<file path="config.mk">
export PLATFORM = sky130hd
export DESIGN_NAME = msic_tpg
export DESIGN_NICKNAME = d
export VERILOG_FILES = /design/src/rtl/msic_pkg.sv /design/src/rtl/msic_seed_lfsr.sv /design/src/rtl/msic_johnson.sv /design/src/rtl/msic_ctrl.sv /design/src/rtl/msic_tpg.sv
export SDC_FILE = /design/constraint.sdc
export NUM_CORES = 1
export LEC_CHECK = 0
export ABC_AREA = 1
export BUFFER_PORTS_ARGS = -buffer_cell sky130_fd_sc_hd__buf_4
export CORE_ASPECT_RATIO = 0.5
export CORE_UTILIZATION = 40
export CTS_CLUSTER_DIAMETER = 60
export DETAILED_ROUTE_END_ITERATION = 10
export PLACE_DENSITY = 0.6
export RECOVER_POWER = 50
export SLEW_MARGIN = 20
export SYNTH_ARGS = -nofsm -noshare
export SYNTH_HDL_FRONTEND = slang
export SYNTH_SLANG_ARGS = --single-unit
</file>
<file path="constraint.sdc">
create_clock -name clk_i -period 1.8 [get_ports clk_i]
set_input_delay 0.36 -clock clk_i [delete_from_list [all_inputs] [get_ports clk_i]]
set_output_delay 0.36 -clock clk_i [all_outputs]
set_load 0.02 [all_outputs]
</file>
<file path="src/rtl/msic_pkg.sv">
package msic_pkg;
  typedef enum logic [2:0] {
    ST_CLEAR,
    ST_STEP,
    ST_SHIFT,
    ST_CAPT,
    ST_DONE
  } tpg_state_e;
endpackage

</file>
<file path="src/rtl/msic_seed_lfsr.sv">
module msic_seed_lfsr #(
  parameter int unsigned         W    = 8,
  parameter logic [W-1:0]        TAPS = 8'hB8,
  parameter logic [W-1:0]        INIT = 8'h01
) (
  input  logic         clk_i,
  input  logic         rst_ni,
  input  logic         step_i,
  output logic [W-1:0] q_o
);
  logic [W-1:0] q;
  logic         fb;

  assign fb  = ^(q & TAPS);
  assign q_o = q;

  always_ff @(posedge clk_i or negedge rst_ni) begin
    if (!rst_ni)     q <= INIT;
    else if (step_i) q <= {q[W-2:0], fb};
  end


  seed_nonzero_chk: assert property (@(posedge clk_i) disable iff (!rst_ni)
    q_o != '0);

  seed_hold_chk: assert property (@(posedge clk_i) disable iff (!rst_ni)
    !step_i |=> $stable(q_o));
endmodule

</file>
<file path="src/rtl/msic_johnson.sv">
module msic_johnson #(
  parameter int unsigned L = 8
) (
  input  logic         clk_i,
  input  logic         rst_ni,
  input  logic         en_i,
  input  logic         mode_i,   // 1: rotate / clear, 0: twisted step
  input  logic         init_i,   // with mode_i=1: 1 rotate, 0 clear
  output logic [L-1:0] q_o
);
  logic [L-1:0] q;
  logic [L-1:0] q_nxt;

  always_comb begin
    if (!mode_i)     q_nxt = {q[L-2:0], ~q[L-1]};
    else if (init_i) q_nxt = {q[L-2:0], q[L-1]};
    else             q_nxt = {q[L-2:0], 1'b0};
  end

  always_ff @(posedge clk_i or negedge rst_ni) begin
    if (!rst_ni)   q <= '0;
    else if (en_i) q <= q_nxt;
  end

  assign q_o = q;


  jc_step_sic_chk: assert property (@(posedge clk_i) disable iff (!rst_ni)
    en_i && !mode_i |=> $countones(q_o ^ $past(q_o)) == 1);

  jc_rot_weight_chk: assert property (@(posedge clk_i) disable iff (!rst_ni)
    en_i && mode_i && init_i |=> $countones(q_o) == $countones($past(q_o)));

  jc_clear_chk: assert property (@(posedge clk_i) disable iff (!rst_ni)
    en_i && mode_i && !init_i |=> !q_o[0]);
endmodule

</file>
<file path="src/rtl/msic_ctrl.sv">
module msic_ctrl
  import msic_pkg::*;
#(
  parameter int unsigned L      = 8,
  parameter int unsigned PCNT_W = 16
) (
  input  logic              clk_i,
  input  logic              rst_ni,
  input  logic [PCNT_W-1:0] pat_limit_i,
  output logic              jc_en_o,
  output logic              jc_mode_o,
  output logic              jc_init_o,
  output logic              seed_step_o,
  output logic              shift_o,
  output logic              capt_o,
  output logic              done_o
);
  localparam int unsigned BW = $clog2(L + 1);
  localparam int unsigned VW = $clog2(2 * L);

  tpg_state_e        state;
  logic [BW-1:0]     bit_cnt;
  logic [VW-1:0]     vec_cnt;
  logic [PCNT_W-1:0] pat_cnt;
  logic [PCNT_W-1:0] pat_nxt;
  logic              vec_last;

  assign pat_nxt  = pat_cnt + 1'b1;
  assign vec_last = (vec_cnt == VW'(2 * L - 1));

  always_ff @(posedge clk_i or negedge rst_ni) begin
    if (!rst_ni) begin
      state   <= ST_CLEAR;
      bit_cnt <= '0;
      vec_cnt <= '0;
      pat_cnt <= '0;
    end else begin
      case (state)
        ST_CLEAR: begin
          if (bit_cnt == BW'(L)) begin
            bit_cnt <= '0;
            state   <= (pat_limit_i == '0) ? ST_DONE : ST_STEP;
          end else begin
            bit_cnt <= bit_cnt + 1'b1;
          end
        end
        ST_STEP: state <= ST_SHIFT;
        ST_SHIFT: begin
          if (bit_cnt == BW'(L - 1)) begin
            bit_cnt <= '0;
            state   <= ST_CAPT;
          end else begin
            bit_cnt <= bit_cnt + 1'b1;
          end
        end
        ST_CAPT: begin
          pat_cnt <= pat_nxt;
          vec_cnt <= vec_last ? '0 : vec_cnt + 1'b1;
          state   <= (pat_nxt == pat_limit_i) ? ST_DONE : ST_STEP;
        end
        default: state <= ST_DONE;
      endcase
    end
  end

  assign jc_en_o     = (state == ST_CLEAR) || (state == ST_STEP) || (state == ST_SHIFT);
  assign jc_mode_o   = (state != ST_STEP);
  assign jc_init_o   = (state == ST_SHIFT);
  assign seed_step_o = (state == ST_CAPT) && vec_last;
  assign shift_o     = (state == ST_SHIFT);
  assign capt_o      = (state == ST_CAPT);
  assign done_o      = (state == ST_DONE);


  capt_after_shift_chk: assert property (@(posedge clk_i) disable iff (!rst_ni)
    capt_o |-> $past(state) == ST_SHIFT);

  done_sticky_chk: assert property (@(posedge clk_i) disable iff (!rst_ni)
    done_o |=> done_o);
endmodule

</file>
<file path="src/rtl/msic_tpg.sv">
module msic_tpg #(
  parameter int unsigned              NUM_CHAINS = 4,
  parameter int unsigned              CHAIN_LEN  = 8,
  parameter int unsigned              SEED_W     = 8,
  parameter logic [SEED_W-1:0]        SEED_TAPS  = 8'hB8,
  parameter logic [SEED_W-1:0]        SEED_INIT  = 8'h01,
  parameter int unsigned              PCNT_W     = 16
) (
  input  logic                  clk_i,
  input  logic                  rst_ni,
  input  logic [PCNT_W-1:0]     pat_limit_i,
  output logic [NUM_CHAINS-1:0] scan_data_o,
  output logic                  shift_o,
  output logic                  scan_en_o,
  output logic                  capture_o,
  output logic                  done_o
);
  logic [CHAIN_LEN-1:0]  jc;
  logic [SEED_W-1:0]     seed;
  logic [NUM_CHAINS-1:0] mix;
  logic jc_en, jc_mode, jc_init, seed_step, shift_c, capt_c, done_c;

  msic_ctrl #(.L(CHAIN_LEN), .PCNT_W(PCNT_W)) ctrl_i (
    .clk_i, .rst_ni, .pat_limit_i,
    .jc_en_o(jc_en), .jc_mode_o(jc_mode), .jc_init_o(jc_init),
    .seed_step_o(seed_step), .shift_o(shift_c), .capt_o(capt_c), .done_o(done_c)
  );

  msic_johnson #(.L(CHAIN_LEN)) jc_i (
    .clk_i, .rst_ni, .en_i(jc_en), .mode_i(jc_mode), .init_i(jc_init), .q_o(jc)
  );

  msic_seed_lfsr #(.W(SEED_W), .TAPS(SEED_TAPS), .INIT(SEED_INIT)) seed_i (
    .clk_i, .rst_ni, .step_i(seed_step), .q_o(seed)
  );

  // chain j taps counter stage j and seed bit j
  for (genvar g = 0; g < NUM_CHAINS; g++) begin : g_mix
    assign mix[g] = jc[g] ^ seed[g];
  end

  always_ff @(posedge clk_i or negedge rst_ni) begin
    if (!rst_ni) begin
      scan_data_o <= '0;
      shift_o     <= 1'b0;
      scan_en_o   <= 1'b1;
      capture_o   <= 1'b0;
      done_o      <= 1'b0;
    end else begin
      if (shift_c) scan_data_o <= mix;
      shift_o   <= shift_c;
      scan_en_o <= !capt_c;
      capture_o <= capt_c;
      done_o    <= done_c;
    end
  end


  capt_se_low_chk: assert property (@(posedge clk_i) disable iff (!rst_ni)
    capture_o |-> !scan_en_o && !shift_o);

  data_hold_chk: assert property (@(posedge clk_i) disable iff (!rst_ni)
    !shift_o |-> $stable(scan_data_o));

  done_quiet_chk: assert property (@(posedge clk_i) disable iff (!rst_ni)
    done_o |-> !shift_o && !capture_o);
endmodule

</file>
==> key figures <==
Synth
  – Mapped Area: approximately 2800 um^2
  – Seq/Total Area, Yosys: 0.454
  – Syn_nets: slightly above 400
  – Syn Inst Count: 388
  – Top_reg_cell synth: dfrtp_1
  – #FFs+latches synth: between 50 and 60
  – Syn. warnings: 0
  – Post-synthesis cell type count: 25
  – Post-synth ARST share: 1.00
  – Mean Syn Cell Area: 7.27 um^2
  – Post-synth EDFFs: 0

Floorplanning
  – Die width: around 120 um
  – IO Pins: 26
  – Die Y: 61.4 um
  – Placeable Area: 6750 um^2
  – Full die area: around 7400 um^2
  – Initial core utilization: 0.417
  – FP Rows: 21

Route
  – DRT Pass-1 Iters: 4
  – Residual DRC: 0
  – Wirelength per Cell: between 10 and 15 um
  – Antenna-violating nets left: 0
  – Post-Route WL: approximately 6700 um
  – Vias/cell: approximately 5.0
  – Iteration-0 DRC Markers: ~160
  – DR vias: between 2000 and 3000

Placed design
  – Port Buffers: 25
  – Placed cells: 521
  – Hpwl dp: approximately 4900 um
  – Final Wtd Congestion: around 0.93

STA
  – Setup WS post-layout: -0.0864 ps
  – Final min period: approximately 1800 ps
  – Final setup violating endpoints: 1
  – Final hold violation count: 0
  – Fin crit share: 1.00
  – Highest clock rate: about 560 MHz
  – Worst slew margin: 0.133
  – Hold slack: about 350 ps
  – Worst Tran Pin Value: 1300 ps
  – Clock skew: between 3 and 4 ps
  – Max-slew violations: 0
  – Unrepaired setup endpoints after global routing: true

Finish
  – Layout Cells excl Fill: ~530
  – Diode count: 0
  – Share of cells above drive strength 1: 0.207
  – Final #Nets: about 460
  – Layout overhead on the synthesized area: 25.4%

Global routing
  – Initial antenna violation count: 0
  – GR Util All Layers: 0.195
  – First-pass GRT wire length: 11000 um
  – Largest net degree at the start of global routing: 52
  – Vias in the first global route: around 2500
  – Grt ovf: 0

Worst setup path
  – CP Launch Type: register
  – Reg-to-Reg End: ctrl_i.state[2]
  – Setup Crit Path Kind: register to register
  – Worst path arrival time: approximately 2000 ps
  – Crit. End Element: register
  – Critical Path Source: ctrl_i.pat_cnt[1]
  – Worst R2R Path Depth: 16
  – Reg2reg setup slack: -0.09 ps
  – CP endpoint: ctrl_i.state[2]
  – Crit-path max FO: 4
  – CP required: 2030 ps
  – Worst reg2reg startpoint: ctrl_i.pat_cnt[1]

Status
  – Status: finished with violations
  – Violated checks: setup timing

Clock tree
  – Num CTS Buffers: 5
  – CTS Buffer Depth: 2
  – Clock Root Buffer: clkbuf_16
  – CTS tree: done
  – Clock Latency Late Sink: around 290 ps
  – Worst-path clk slew: about 70 ps
  – H-Tree Depth: 2
  – CTS Hold Bufs: 0
  – # clock sinks: 51

Run
  – Max_cap viols: 0

Worst hold path
  – Hold Path Class: input port to asynchronous set/reset pin

Power and ir drop
  – VDD IR max: a little under 0.3 mV
  – PwrDens: 620 nW/um^2
  – Static leakage: ~0.0017 uW
[layout make-up]
type	count	area, um^2
fill	654	3220
multi-input combinational	282	1440
sequential	51	1280
timing repair buffer	49	369
inverter	50	188
clock buffer	6	129
tap	92	115
clock inverter	2	16.3
[synth_stat cells, types with 2 or more instances]
cell,instances,area [um^2]
nand2_1,125,469
nand4_1,11,68.8
nor3_1,2,10.0
xnor2_1,8,70.1
dfrtp_1,49,1230
nand3_1,39,195
ha_1,4,50.1
nor2_2,4,25.0
o21ai_0,31,155
xor2_1,4,35.0
inv_1,48,180
a21oi_1,10,50.1
clkinv_1,2,7.51
dfstp_2,2,52.6
nand2_2,2,12.5
clkbuf_1,5,18.8
nor2_1,34,128
[critical path, cell delays in order (launching register included)]
cell and delay [ps]:
dfrtp_2 440, ha_4 190, nand2_4 100, inv_1 60, nand2_2 60, nand2_1 60, nand2_1 50, nand2_1 40
inv_1 50, nand3_1 90, nor2_1 110, nand2_1 80, nor2_2 120, nand3_1 80, nand2_1 70, nand2_1 50
nand2_1 60
[metrics by stage]
stage / power [uW] / cell area, um^2 / utilization / TNS, ps / worst slack (ps)
after floorplan: 1200 / 2820 / - / 0 / 128
after global placement: 1260 / 3260 / 0.483 / -39.0 / -23.4
after detailed placement: 1260 / 3260 / 0.483 / -220 / -112
after CTS: 2230 / 3480 / 0.515 / 0 / 5.78
after global routing: 2290 / 3540 / 0.524 / -369 / -193
final: 2190 / 3540 / 0.524 / -0.0864 / -0.0864
[per-layer routing]
layer	wire length (um)	global-route usage
met1	3250	0.249
met2	3120	0.335
met3	331	0.0500
met4	49	0.0582
met5	0	0
[what timing repair did]
| action | in CTS | in global routing |
|---|---|---|
| gates resized for setup | 17 | 18 |
| pin swaps | 2 | 15 |
| setup buffers | 2 | 1 |
| setup endpoints to repair | 2 | 2 |
[state kept, by name, indices dropped and copies added, names as in the netlist]
register        cells
scan_en_o           1
ctrl_i.vec_cnt      4
scan_data_o         4
capture_o           1
jc_i.q_o            8
seed_i.q_o          8
done_o              1
ctrl_i.state        3
ctrl_i.pat_cnt     16
ctrl_i.bit_cnt      4
shift_o             1
[report_power, final]
part	internal, uW	switching (uW)	leakage [uW]
combinational	37.2	58.0	0.000923
sequential	1150	0	0.000689
clock	522	431	0.0000675
total	1700	489	0.00168
[kinds of logic after synthesis]
kind of cell,synth area share
simple gates,0.333
buf+inv,0.0732
flops,0.454
compound gates,0.0852
xor+xnor,0.0373
fa+ha+maj,0.0178
[placed cells by master, fill, tap and decap left out, types with 2 or more instances in the layout]
master,synthesis,final
inv_1,48,47
ha_1,4,3
nand2_1,125,116
a21oi_1,10,10
nand3_1,39,35
nor3_1,2,2
buf_4,0,47
nand2_2,2,10
xor2_1,4,4
clkbuf_16,0,5
dfstp_2,2,2
dfrtp_2,0,4
nor2_4,0,5
dfrtp_1,49,45
xnor2_1,8,8
o21ai_0,31,29
nor2_2,4,4
nor2_1,34,29
nand4_1,11,11
clkinv_1,2,2
nand3_2,1,5
[worst min path at each step]
stage           start           endpoint  depth (start not counted)
2_1_floorplan  rst_ni          capture_o                          0
3_3_place_gp   rst_ni  ctrl_i.pat_cnt[5]                          1
3_5_place_dp   rst_ni  ctrl_i.pat_cnt[5]                          1
4_1_cts        rst_ni  ctrl_i.pat_cnt[5]                          1
5_1_grt        rst_ni  ctrl_i.pat_cnt[7]                          1
6_report       rst_ni  ctrl_i.pat_cnt[7]                          1
Power figures use the tool's default switching activity.
